**src/rtl/dtw_pkg.sv**
```systemverilog
package dtw_pkg;
    localparam int DW      = 32;
    localparam int AW      = 10;
    localparam int N_TMR   = 2;
    localparam int TMR_WDS = 8;
    localparam int WORD_W  = $clog2(TMR_WDS);

    localparam logic [WORD_W-1:0] W_LOAD  = 3'd0;
    localparam logic [WORD_W-1:0] W_COUNT = 3'd1;
    localparam logic [WORD_W-1:0] W_CTRL  = 3'd2;
    localparam logic [WORD_W-1:0] W_ICLR  = 3'd3;
    localparam logic [WORD_W-1:0] W_RAW   = 3'd4;
    localparam logic [WORD_W-1:0] W_MSK   = 3'd5;
    localparam logic [WORD_W-1:0] W_BGLD  = 3'd6;

    localparam int B_ONE  = 0;
    localparam int B_SIZE = 1;
    localparam int B_PRE  = 2;
    localparam int B_IE   = 5;
    localparam int B_PER  = 6;
    localparam int B_EN   = 7;
    localparam logic [7:0] CTRL_RST = 8'h20;

    localparam logic [AW-1:0] TST_BASE = 10'h3C0;
    localparam logic [AW-1:0] ID_BASE  = 10'h3F8;

    function automatic logic [7:0] id_byte(input logic [2:0] idx);
        case (idx)
            3'd0: id_byte = 8'h04;
            3'd1: id_byte = 8'h18;
            3'd2: id_byte = 8'h14;
            3'd3: id_byte = 8'h00;
            3'd4: id_byte = 8'h0D;
            3'd5: id_byte = 8'hF0;
            3'd6: id_byte = 8'h05;
            default: id_byte = 8'hB1;
        endcase
    endfunction
endpackage

```
**src/rtl/dtw_prescale.sv**
```systemverilog
module dtw_prescale #(
    parameter int DIV_A_SH = 4,
    parameter int DIV_B_SH = 8
) (
    input  logic       clk,
    input  logic       rst_n,
    input  logic       tick_en,
    input  logic       clr,
    input  logic [1:0] sel,
    output logic       fire
);
    localparam int PW = DIV_B_SH;
    localparam logic [PW-1:0] MASK_A = PW'((1 << DIV_A_SH) - 1);
    localparam logic [PW-1:0] MASK_B = PW'((1 << DIV_B_SH) - 1);

    logic [PW-1:0] cnt_d, cnt_q, mask;

    always_comb begin
        case (sel)
            2'd1:    mask = MASK_A;
            2'd2:    mask = MASK_B;
            default: mask = '0;
        endcase
        fire  = tick_en && ((cnt_q & mask) == mask);
        cnt_d = cnt_q;
        if (clr)          cnt_d = '0;
        else if (tick_en) cnt_d = cnt_q + 1'b1;
    end

    always_ff @(posedge clk) begin
        if (!rst_n) cnt_q <= '0;
        else        cnt_q <= cnt_d;
    end

    a_r10_no_fire_idle: assert property (@(posedge clk) disable iff (!rst_n)
        !tick_en |-> !fire);
endmodule

```
**src/rtl/dtw_timer.sv**
```systemverilog
module dtw_timer
    import dtw_pkg::*;
#(
    parameter int SHORT_W = 16
) (
    input  logic              clk,
    input  logic              rst_n,
    input  logic              tick_en,
    input  logic              wr_en,
    input  logic [WORD_W-1:0] word,
    input  logic [DW-1:0]     wdata,
    output logic [DW-1:0]     rdata,
    output logic              irq
);
    localparam logic [DW-1:0] SHORT_MASK = {{(DW-SHORT_W){1'b0}}, {SHORT_W{1'b1}}};

    typedef struct packed {
        logic [DW-1:0] load;
        logic [DW-1:0] count;
        logic [7:0]    ctrl;
        logic          raw;
    } tmr_st_t;

    tmr_st_t st_d, st_q;
    logic [DW-1:0] msk, cur;
    logic fire, hit_zero, ctrl_wr;

    assign ctrl_wr = wr_en && (word == W_CTRL);

    dtw_prescale u_pre (
        .clk     (clk),
        .rst_n   (rst_n),
        .tick_en (tick_en),
        .clr     (ctrl_wr),
        .sel     (st_q.ctrl[B_PRE+1:B_PRE]),
        .fire    (fire)
    );

    always_comb begin
        st_d     = st_q;
        hit_zero = 1'b0;
        msk      = st_q.ctrl[B_SIZE] ? '1 : SHORT_MASK;
        cur      = st_q.count & msk;
        if (fire && st_q.ctrl[B_EN]) begin
            if (cur == '0) begin
                if (st_q.ctrl[B_ONE])      st_d.count = cur;
                else if (st_q.ctrl[B_PER]) st_d.count = st_q.load & msk;
                else                       st_d.count = msk;
            end else begin
                st_d.count = cur - 1'b1;
                hit_zero   = (cur == DW'(1));
            end
        end
        if (hit_zero) st_d.raw = 1'b1;
        if (wr_en) begin
            case (word)
                W_LOAD: begin
                    st_d.load  = wdata;
                    st_d.count = wdata & msk;
                end
                W_CTRL: st_d.ctrl = wdata[7:0];
                W_ICLR: st_d.raw  = hit_zero;
                W_BGLD: st_d.load = wdata;
                default: ;
            endcase
        end
    end

    always_comb begin
        case (word)
            W_LOAD, W_BGLD: rdata = st_q.load;
            W_COUNT:        rdata = cur;
            W_CTRL:         rdata = DW'(st_q.ctrl);
            W_RAW:          rdata = DW'(st_q.raw);
            W_MSK:          rdata = DW'(st_q.raw & st_q.ctrl[B_IE]);
            default:        rdata = '0;
        endcase
    end

    assign irq = st_q.raw & st_q.ctrl[B_IE];

    always_ff @(posedge clk) begin
        if (!rst_n) begin
            st_q.load  <= '0;
            st_q.count <= '0;
            st_q.ctrl  <= CTRL_RST;
            st_q.raw   <= 1'b0;
        end else begin
            st_q <= st_d;
        end
    end

    // one step down per divided tick
    a_r7_step: assert property (@(posedge clk) disable iff (!rst_n)
        (fire && st_q.ctrl[B_EN] && cur > DW'(1) && !wr_en)
        |=> st_q.count == $past(cur) - 1'b1);
    // one-shot holds at zero
    a_r9_hold_zero: assert property (@(posedge clk) disable iff (!rst_n)
        (fire && st_q.ctrl[B_EN] && st_q.ctrl[B_ONE] && cur == '0 && !wr_en)
        |=> st_q.count == '0 && $stable(st_q.raw));
    // expiry wins over a clear in the same cycle
    a_r12_expiry_wins: assert property (@(posedge clk) disable iff (!rst_n)
        (fire && st_q.ctrl[B_EN] && cur == DW'(1)) |=> st_q.raw);
    // count offset writes ignored when no tick
    a_r13_count_ro: assert property (@(posedge clk) disable iff (!rst_n)
        (wr_en && word == W_COUNT && !fire) |=> $stable(st_q.count));
endmodule

```
**src/rtl/dtw_decode.sv**
```systemverilog
module dtw_decode
    import dtw_pkg::*;
(
    input  logic [AW-1:0]     addr,
    output logic              tmr_hit,
    output logic              tmr_idx,
    output logic [WORD_W-1:0] word,
    output logic              id_hit,
    output logic [2:0]        id_idx,
    output logic              tst_hit,
    output logic              bad
);
    localparam int TMR_TOP = $clog2(N_TMR * TMR_WDS);

    always_comb begin
        word    = addr[WORD_W-1:0];
        tmr_idx = addr[WORD_W];
        tmr_hit = (addr[AW-1:TMR_TOP] == '0) && (word != 3'd7);
        id_idx  = addr[2:0];
        id_hit  = (addr[AW-1:3] == ID_BASE[AW-1:3]);
        tst_hit = (addr == TST_BASE) || (addr == TST_BASE + 1'b1);
        bad     = !(tmr_hit || id_hit || tst_hit);
    end
endmodule

```
**src/rtl/dual_timer_wrap.sv**
```systemverilog
module dual_timer_wrap
    import dtw_pkg::*;
(
    input  logic          clk,
    input  logic          rst_n,
    input  logic          tick_en0,
    input  logic          tick_en1,
    input  logic          bus_sel,
    input  logic          bus_wr,
    input  logic [9:0]    bus_addr,
    input  logic [31:0]   bus_wdata,
    output logic [31:0]   bus_rdata,
    output logic          bus_err,
    output logic          irq
);
    typedef struct packed {
        logic [DW-1:0] rdata;
        logic          err;
    } bus_st_t;

    bus_st_t b_d, b_q;
    logic tmr_hit, tmr_idx, id_hit, tst_hit, bad;
    logic [WORD_W-1:0] word;
    logic [2:0] id_idx;
    logic [N_TMR-1:0] t_tick, t_irq;
    logic [DW-1:0] t_rdata [N_TMR];

    assign t_tick = {tick_en1, tick_en0};

    dtw_decode u_dec (
        .addr    (bus_addr),
        .tmr_hit (tmr_hit),
        .tmr_idx (tmr_idx),
        .word    (word),
        .id_hit  (id_hit),
        .id_idx  (id_idx),
        .tst_hit (tst_hit),
        .bad     (bad)
    );

    for (genvar t = 0; t < N_TMR; t++) begin : g_tmr
        logic wr_t;
        assign wr_t = bus_sel && bus_wr && tmr_hit && (tmr_idx == 1'(t));
        dtw_timer u_tmr (
            .clk     (clk),
            .rst_n   (rst_n),
            .tick_en (t_tick[t]),
            .wr_en   (wr_t),
            .word    (word),
            .wdata   (bus_wdata),
            .rdata   (t_rdata[t]),
            .irq     (t_irq[t])
        );
    end

    always_comb begin
        b_d     = b_q;
        b_d.err = bus_sel && bad;
        if (bus_sel && !bus_wr) begin
            if (tmr_hit)     b_d.rdata = t_rdata[tmr_idx];
            else if (id_hit) b_d.rdata = DW'(id_byte(id_idx));
            else             b_d.rdata = '0;
        end
    end

    always_ff @(posedge clk) begin
        if (!rst_n) b_q <= '0;
        else        b_q <= b_d;
    end

    assign bus_rdata = b_q.rdata;
    assign bus_err   = b_q.err;
    assign irq       = |t_irq;

    // error only follows an access
    a_r5_err_after_sel: assert property (@(posedge clk) disable iff (!rst_n)
        bus_err |-> $past(bus_sel));
    // first identification word
    a_r3_first_id: assert property (@(posedge clk) disable iff (!rst_n)
        (bus_sel && !bus_wr && bus_addr == ID_BASE) |=> bus_rdata == 32'h04);
    // test control word reads zero
    a_r4_test_zero: assert property (@(posedge clk) disable iff (!rst_n)
        (bus_sel && !bus_wr && bus_addr == TST_BASE) |=> bus_rdata == '0 && !bus_err);
endmodule

```
**config.mk**
```make
export PLATFORM = sky130hd
export DESIGN_NAME = dual_timer_wrap
export DESIGN_NICKNAME = d
export VERILOG_FILES = /design/src/rtl/dtw_pkg.sv /design/src/rtl/dtw_prescale.sv /design/src/rtl/dtw_timer.sv /design/src/rtl/dtw_decode.sv /design/src/rtl/dual_timer_wrap.sv
export SDC_FILE = /design/constraint.sdc
export NUM_CORES = 1
export LEC_CHECK = 0
export BUFFER_PORTS_ARGS = -buffer_cell sky130_fd_sc_hd__buf_2
export CAP_MARGIN = 5
export CORE_MARGIN = 2
export CORE_UTILIZATION = 55
export CTS_BUF_LIST = sky130_fd_sc_hd__clkbuf_4
export CTS_CLUSTER_DIAMETER = 40
export DETAILED_ROUTE_END_ITERATION = 10
export GPL_ROUTABILITY_DRIVEN = 0
export HOLD_SLACK_MARGIN = 0.08
export PLACE_DENSITY_LB_ADDON = 0.15
export SLEW_MARGIN = 30
export SYNTH_ARGS = -nofsm -noshare
export SYNTH_HDL_FRONTEND = slang
export SYNTH_HIERARCHICAL = 1
export SYNTH_SLANG_ARGS = --single-unit
```
**constraint.sdc**
```tcl
create_clock -name clk -period 3.8 [get_ports clk]
set_input_delay 0.57 -clock clk [delete_from_list [all_inputs] [get_ports clk]]
set_output_delay 0.57 -clock clk [all_outputs]
set_load 0.03 [all_outputs]
```
Word level (Yosys, flattened, before mapping)
Index checks and enable logic that the tools add are counted.
- bits in registers: 195
- input port bits: 48
- word-level logic and storage cells: 114
- add/subtract/negate cells: 4
- $lt $le $gt $ge: 1
- eq/ne operators: 18
- muxes and demuxes: 34
- bitwise operators: 15
- reductions and logical operators: 30
- operators by type and width (cell ; number):
    two-way mux 32 bit ; 16
    case mux 32 bit (5 select lines) ; 2
    AND 32 bit ; 6
    two-way mux 41 bit ; 2
    == test 32 x 1 -> 1 bit (second input constant) ; 2
    zero test 32 bit ; 2
    subtractor 32 x 1 -> 32 bit (second input constant) ; 2
    case mux 8 bit (7 select lines) ; 1
    case mux 8 bit (2 select lines) ; 2
    two-way mux 8 bit ; 3
    == test 10 bit (second input constant) ; 2
    adder 8 x 1 -> 8 bit (second input constant) ; 2
    AND 8 bit ; 2
    == test 8 bit ; 2
    logical AND 1 bit ; 13
    == test 3 bit (second input constant) ; 3
    two-way mux 1 bit ; 8
    AND reduction 2 bit ; 4
    OR reduction 2 bit ; 4
    == test 7 bit (second input constant) ; 1
    == test 3 x 2 -> 1 bit (second input constant) ; 2
    zero test 6 bit ; 1
    AND 1 bit ; 4
    == test 2 x 1 -> 1 bit (second input constant) ; 2
    other kinds (9) ; 14

Depth between registers and ports, before layout
- word-level depth: 10
- gate-level depth with buffers: 13

By module
Netlist, hierarchy kept.
- modules (own cells, without submodules) (module ; times used ; cells each ; area each (um^2)):
    dtw_timer at g_tmr[0].u_tmr ; 1 ; 696 ; 4878.4
    dtw_timer at g_tmr[1].u_tmr ; 1 ; 677 ; 4817.1
    dual_timer_wrap ; 1 ; 195 ; 1707.9
    dtw_prescale ; 2 ; 45 ; 391.6
    dtw_decode ; 1 ; 18 ; 136.4

Worst setup path after synthesis
No wires, ideal clock.
- path type: input to register
- start: input bus_addr[4]
- end: register g_tmr[0].u_tmr/st_q[17] (netlist name)
- arrival: 3.186 ns
- slack: 0.544 ns
- stages: 12
- path through: or4_4 nor4_4 buf_4 nand3_1 nor2_1 nor2b_1 and2_1 clkbuf_1 clkbuf_1 clkbuf_1 a21oi_1 a21oi_1
- cells in the longest elaborated chain, start to end: 5
- RTL lines (item ; RTL line ; text):
    from (decl) ; dual_timer_wrap.sv:10 ; input logic [9:0] bus_addr,
    zero test 6 bit ; dtw_decode.sv:18 ; tmr_hit = (addr[AW-1:TMR_TOP] == '0) && (word != 3'd7);
    logical AND 1 bit ; dtw_decode.sv:18 ;
    named net tmr_hit ; dual_timer_wrap.sv:22 ; logic tmr_hit, tmr_idx, id_hit, tst_hit, bad;
    logical AND 1 bit (2 in series) ; dual_timer_wrap.sv:43 ; assign wr_t = bus_sel && bus_wr && tmr_hit && (tmr_idx == 1'(t));
    named net g_tmr[0].wr_t ; dual_timer_wrap.sv:42 ; logic wr_t;
    two-way mux 41 bit ; dtw_timer.sv:55 ; if (wr_en) begin
    to (signal assigned) ; dtw_timer.sv:89 ; st_q <= st_d;
    to (decl) ; dtw_timer.sv:24 ; tmr_st_t st_d, st_q;
The timed path passes the listed nets, and every way through them passes these cells.
A chain may end at the register's enable or synchronous reset.

Worst setup path in the final report
- start: register g_tmr[0].u_tmr/st_q[2] (netlist name)
- end: register g_tmr[0].u_tmr/st_q[9] (netlist name)
- cells in the longest elaborated chain, start to end: 7
- RTL lines (item ; RTL line ; text):
    two-way mux 32 bit (*) ; dtw_timer.sv:42 ; msk = st_q.ctrl[B_SIZE] ? '1 : SHORT_MASK;
    AND 32 bit (*) ; dtw_timer.sv:43 ; cur = st_q.count & msk;
    zero test 32 bit (*) ; dtw_timer.sv:45 ; if (cur == '0) begin
    two-way mux 32 bit (*) ; dtw_timer.sv:45 ;
    two-way mux 32 bit (*) ; dtw_timer.sv:44 ; if (fire && st_q.ctrl[B_EN]) begin
    two-way mux 32 bit ; dtw_timer.sv:56 ; case (word)
    two-way mux 41 bit (*) ; dtw_timer.sv:55 ;
Mark *: on every way between the ends. The rest lies on a longest branch, timed or not.

==> impl_results.md <==
* I/O Pins at 82
* Clock power frac at 34.9%
* Syn Std Cell Area at 12300 µm²
* NetSw at 0.00111 W
* DP HPWL at 28800 µm
* Least-Margin Pin Slew at 903 ps
* Pwr/cell area at 274 nW/µm²
* Multi-input gate area in the final layout at 7600 µm²
* # rows at 54
* Tmin final at 3170 ps
* Input/output buffers at 81
* Core footprint at 21900 µm²
* Status: finished, final reports clean
* Finished Layout Cells at 1945
* Number of global-route vias before repair at 11800
* Antenna violations before repair at 1
* Total gr overflow at 0
* Synth-to-Final Area Change at 5.63%
* Die area at 23600 µm²
* DRC errors left at 0
* Share of cells above drive strength 1 at 11.8%
* Syn Nets at 1731
* Net Sw Frac at 31.1%
* CP Capture Type: flip-flop
* H-tree Lvls at 4
* Combinational share of power at 7.0%
* Total Power at 0.00356 W
* Total wire length at 41800 µm
* Final hold vios at 0
* Critical path's top delay family: compound AO/OA/AOI/OAI gates
* Max Root-Sink Buffers at 2
* CP Class: flip-flop to flip-flop
* Worst-path clk slew at 210 ps
* Fill cells at 2076
* Final setup viols at 0
* Core Util, Final at 59.4%
* Clock Sinks at 195
* Flop pwr share at 58.1%
* Setup TNS at 0 ps
* Power Internal at 0.00245 W
* DR WL/cell at 21.5 µm
* Antenna Nets Post-Route at 0
* Critical Path AT at 3710 ps
* YS warnings at 6
* Die height at 154 µm
* Hold WC Path Type: input port to flip-flop
* Cells after Synth at 1675
* Fmax at 315 MHz
* CP required at 4330 ps
* Total area of sequential cells at 3910 µm²
* CTS buffer count at 17
* Hold buffer count at cts at 0
* Clock Latency Late Sink at 640 ps
* Setup bufs post-CTS at 0
* Avg Cell Area, Syn at 7.35 µm²
* Post-layout nets at 1707
* Buffers & Inverters on Critical Path at 1
* Setup crit start kind: flip-flop
* Final Cycle Share at 83.5%
* CTS tree: yes
* Initial core utilization at 56.3%
* Peak supply drop at 171 µV
* P_leak at 4.74 nW
* Max-cap violations at 0
* Initial drt markers at 1767
* Largest net degree at the start of global routing at 54
* Placed Cells at 1912
* First-pass GRT wire length at 65800 µm
* Worst relative slew slack at 39.5%
* Gr usage total at 34.5%
* Worst Skew at 29.1 ps
* Drt pass-1 iters at 6
* Vias at 13100
* Crit path max-delay cell type: dfxtp_2
* Avg Vias per Cell at 6.75
* Max-slew violation count at 0
* Worst-path maximum fanout at 32
* Crit-path max cell delay at 760 ps
* Cell Chain, Critical Path: clkinv_1 > a41oi_1 > or3_1 > o21ai_0 > a21oi_1 > a21oi_1
* Post-cts repair resize count at 0
* Clock Root Buffer: clkbuf_4
* CP most frequent cell: a21oi_1
* RSZ-0062 raised after global routing: false
* Die width at 154 µm
==> cells in the final DEF (no fill, tap or decap), drive strengths merged, types with 16 or more instances in the layout <==
cell type	instances
a21oi	204
a22o	49
a22oi	16
a2bb2oi	22
a31oi	26
and2	38
buf	124
clkbuf	17
dfxtp	195
inv	30
mux2i	28
nand2	258
nand3	38
nand4	23
nor2	99
nor3	41
nor4	28
o211ai	20
o21ai	139
or3	38
==> power groups by stage <==
stage / Clock, W / Combinational, W / Sequential [W]
6_report: 0.00124 / 0.000249 / 0.00207
4_1_cts: 0.00126 / 0.000241 / 0.00207
2_1_floorplan: 0 / 0.000130 / 0.00212
5_1_grt: 0.00133 / 0.000263 / 0.00207
3_3_place_gp: 0 / 0.000238 / 0.00211
3_5_place_dp: 0 / 0.000240 / 0.00211
==> path summary, 6_finish.rpt <==
kind / from / endpoint / slack (ps) / cells after the start
worst max-delay path: g_tmr[0].u_tmr/st_q[2]$_SDFFE_PN0P_ / g_tmr[0].u_tmr/st_q[9]$_SDFF_PN0_ / 630 / 6
worst min-delay path: bus_wdata[30] / g_tmr[0].u_tmr/st_q[71]$_SDFFE_PN0P_ / 210 / 3
worst max register to register: g_tmr[0].u_tmr/st_q[2]$_SDFFE_PN0P_ / g_tmr[0].u_tmr/st_q[9]$_SDFF_PN0_ / 630 / 6
worst min register to register: g_tmr[1].u_tmr/st_q[5]$_SDFFE_PN0P_ / g_tmr[1].u_tmr/st_q[5]$_SDFFE_PN0P_ / 480 / 2
==> layer usage <==
layer | global-route usage (%) | wire (µm)
met5 | 0 | 0
met4 | 10.9 | 1180
met3 | 8.00 | 4820
met2 | 52.4 | 18300
met1 | 48.6 | 17600
==> area by class of cell <==
type	instances	share of cell area [%]
multi-input combinational	1286	58.4
sequential	195	30.0
timing repair buffer	124	5.60
tap	280	2.69
clock inverter	15	1.52
clock buffer	17	0.981
inverter	27	0.779
antenna	1	0.0192
==> tightest hold or removal path, stage by stage <==
cell and delay [ps]:
buf_2 140, nand2_1 60, a21oi_1 50
==> registers in the layout (all words and copies together), names as in the netlist <==
| signal | count |
|---|---|
| g_tmr.u_tmr/u_pre/cnt_q | 16 |
| g_tmr.u_tmr/st_q | 146 |
| bus_err | 1 |
| bus_rdata | 32 |
==> per-stage QoR <==
step | worst slack, ps | hold WS [ps] | cell area (µm²)
2_1_floorplan | 544 | 437 | 12300
3_3_place_gp | 528 | 443 | 12700
3_5_place_dp | 487 | 449 | 12700
4_1_cts | 720 | 182 | 13000
5_1_grt | 418 | 184 | 13000
6_report | 625 | 214 | 13000
Note: power is estimated with default switching activity, not from simulation.
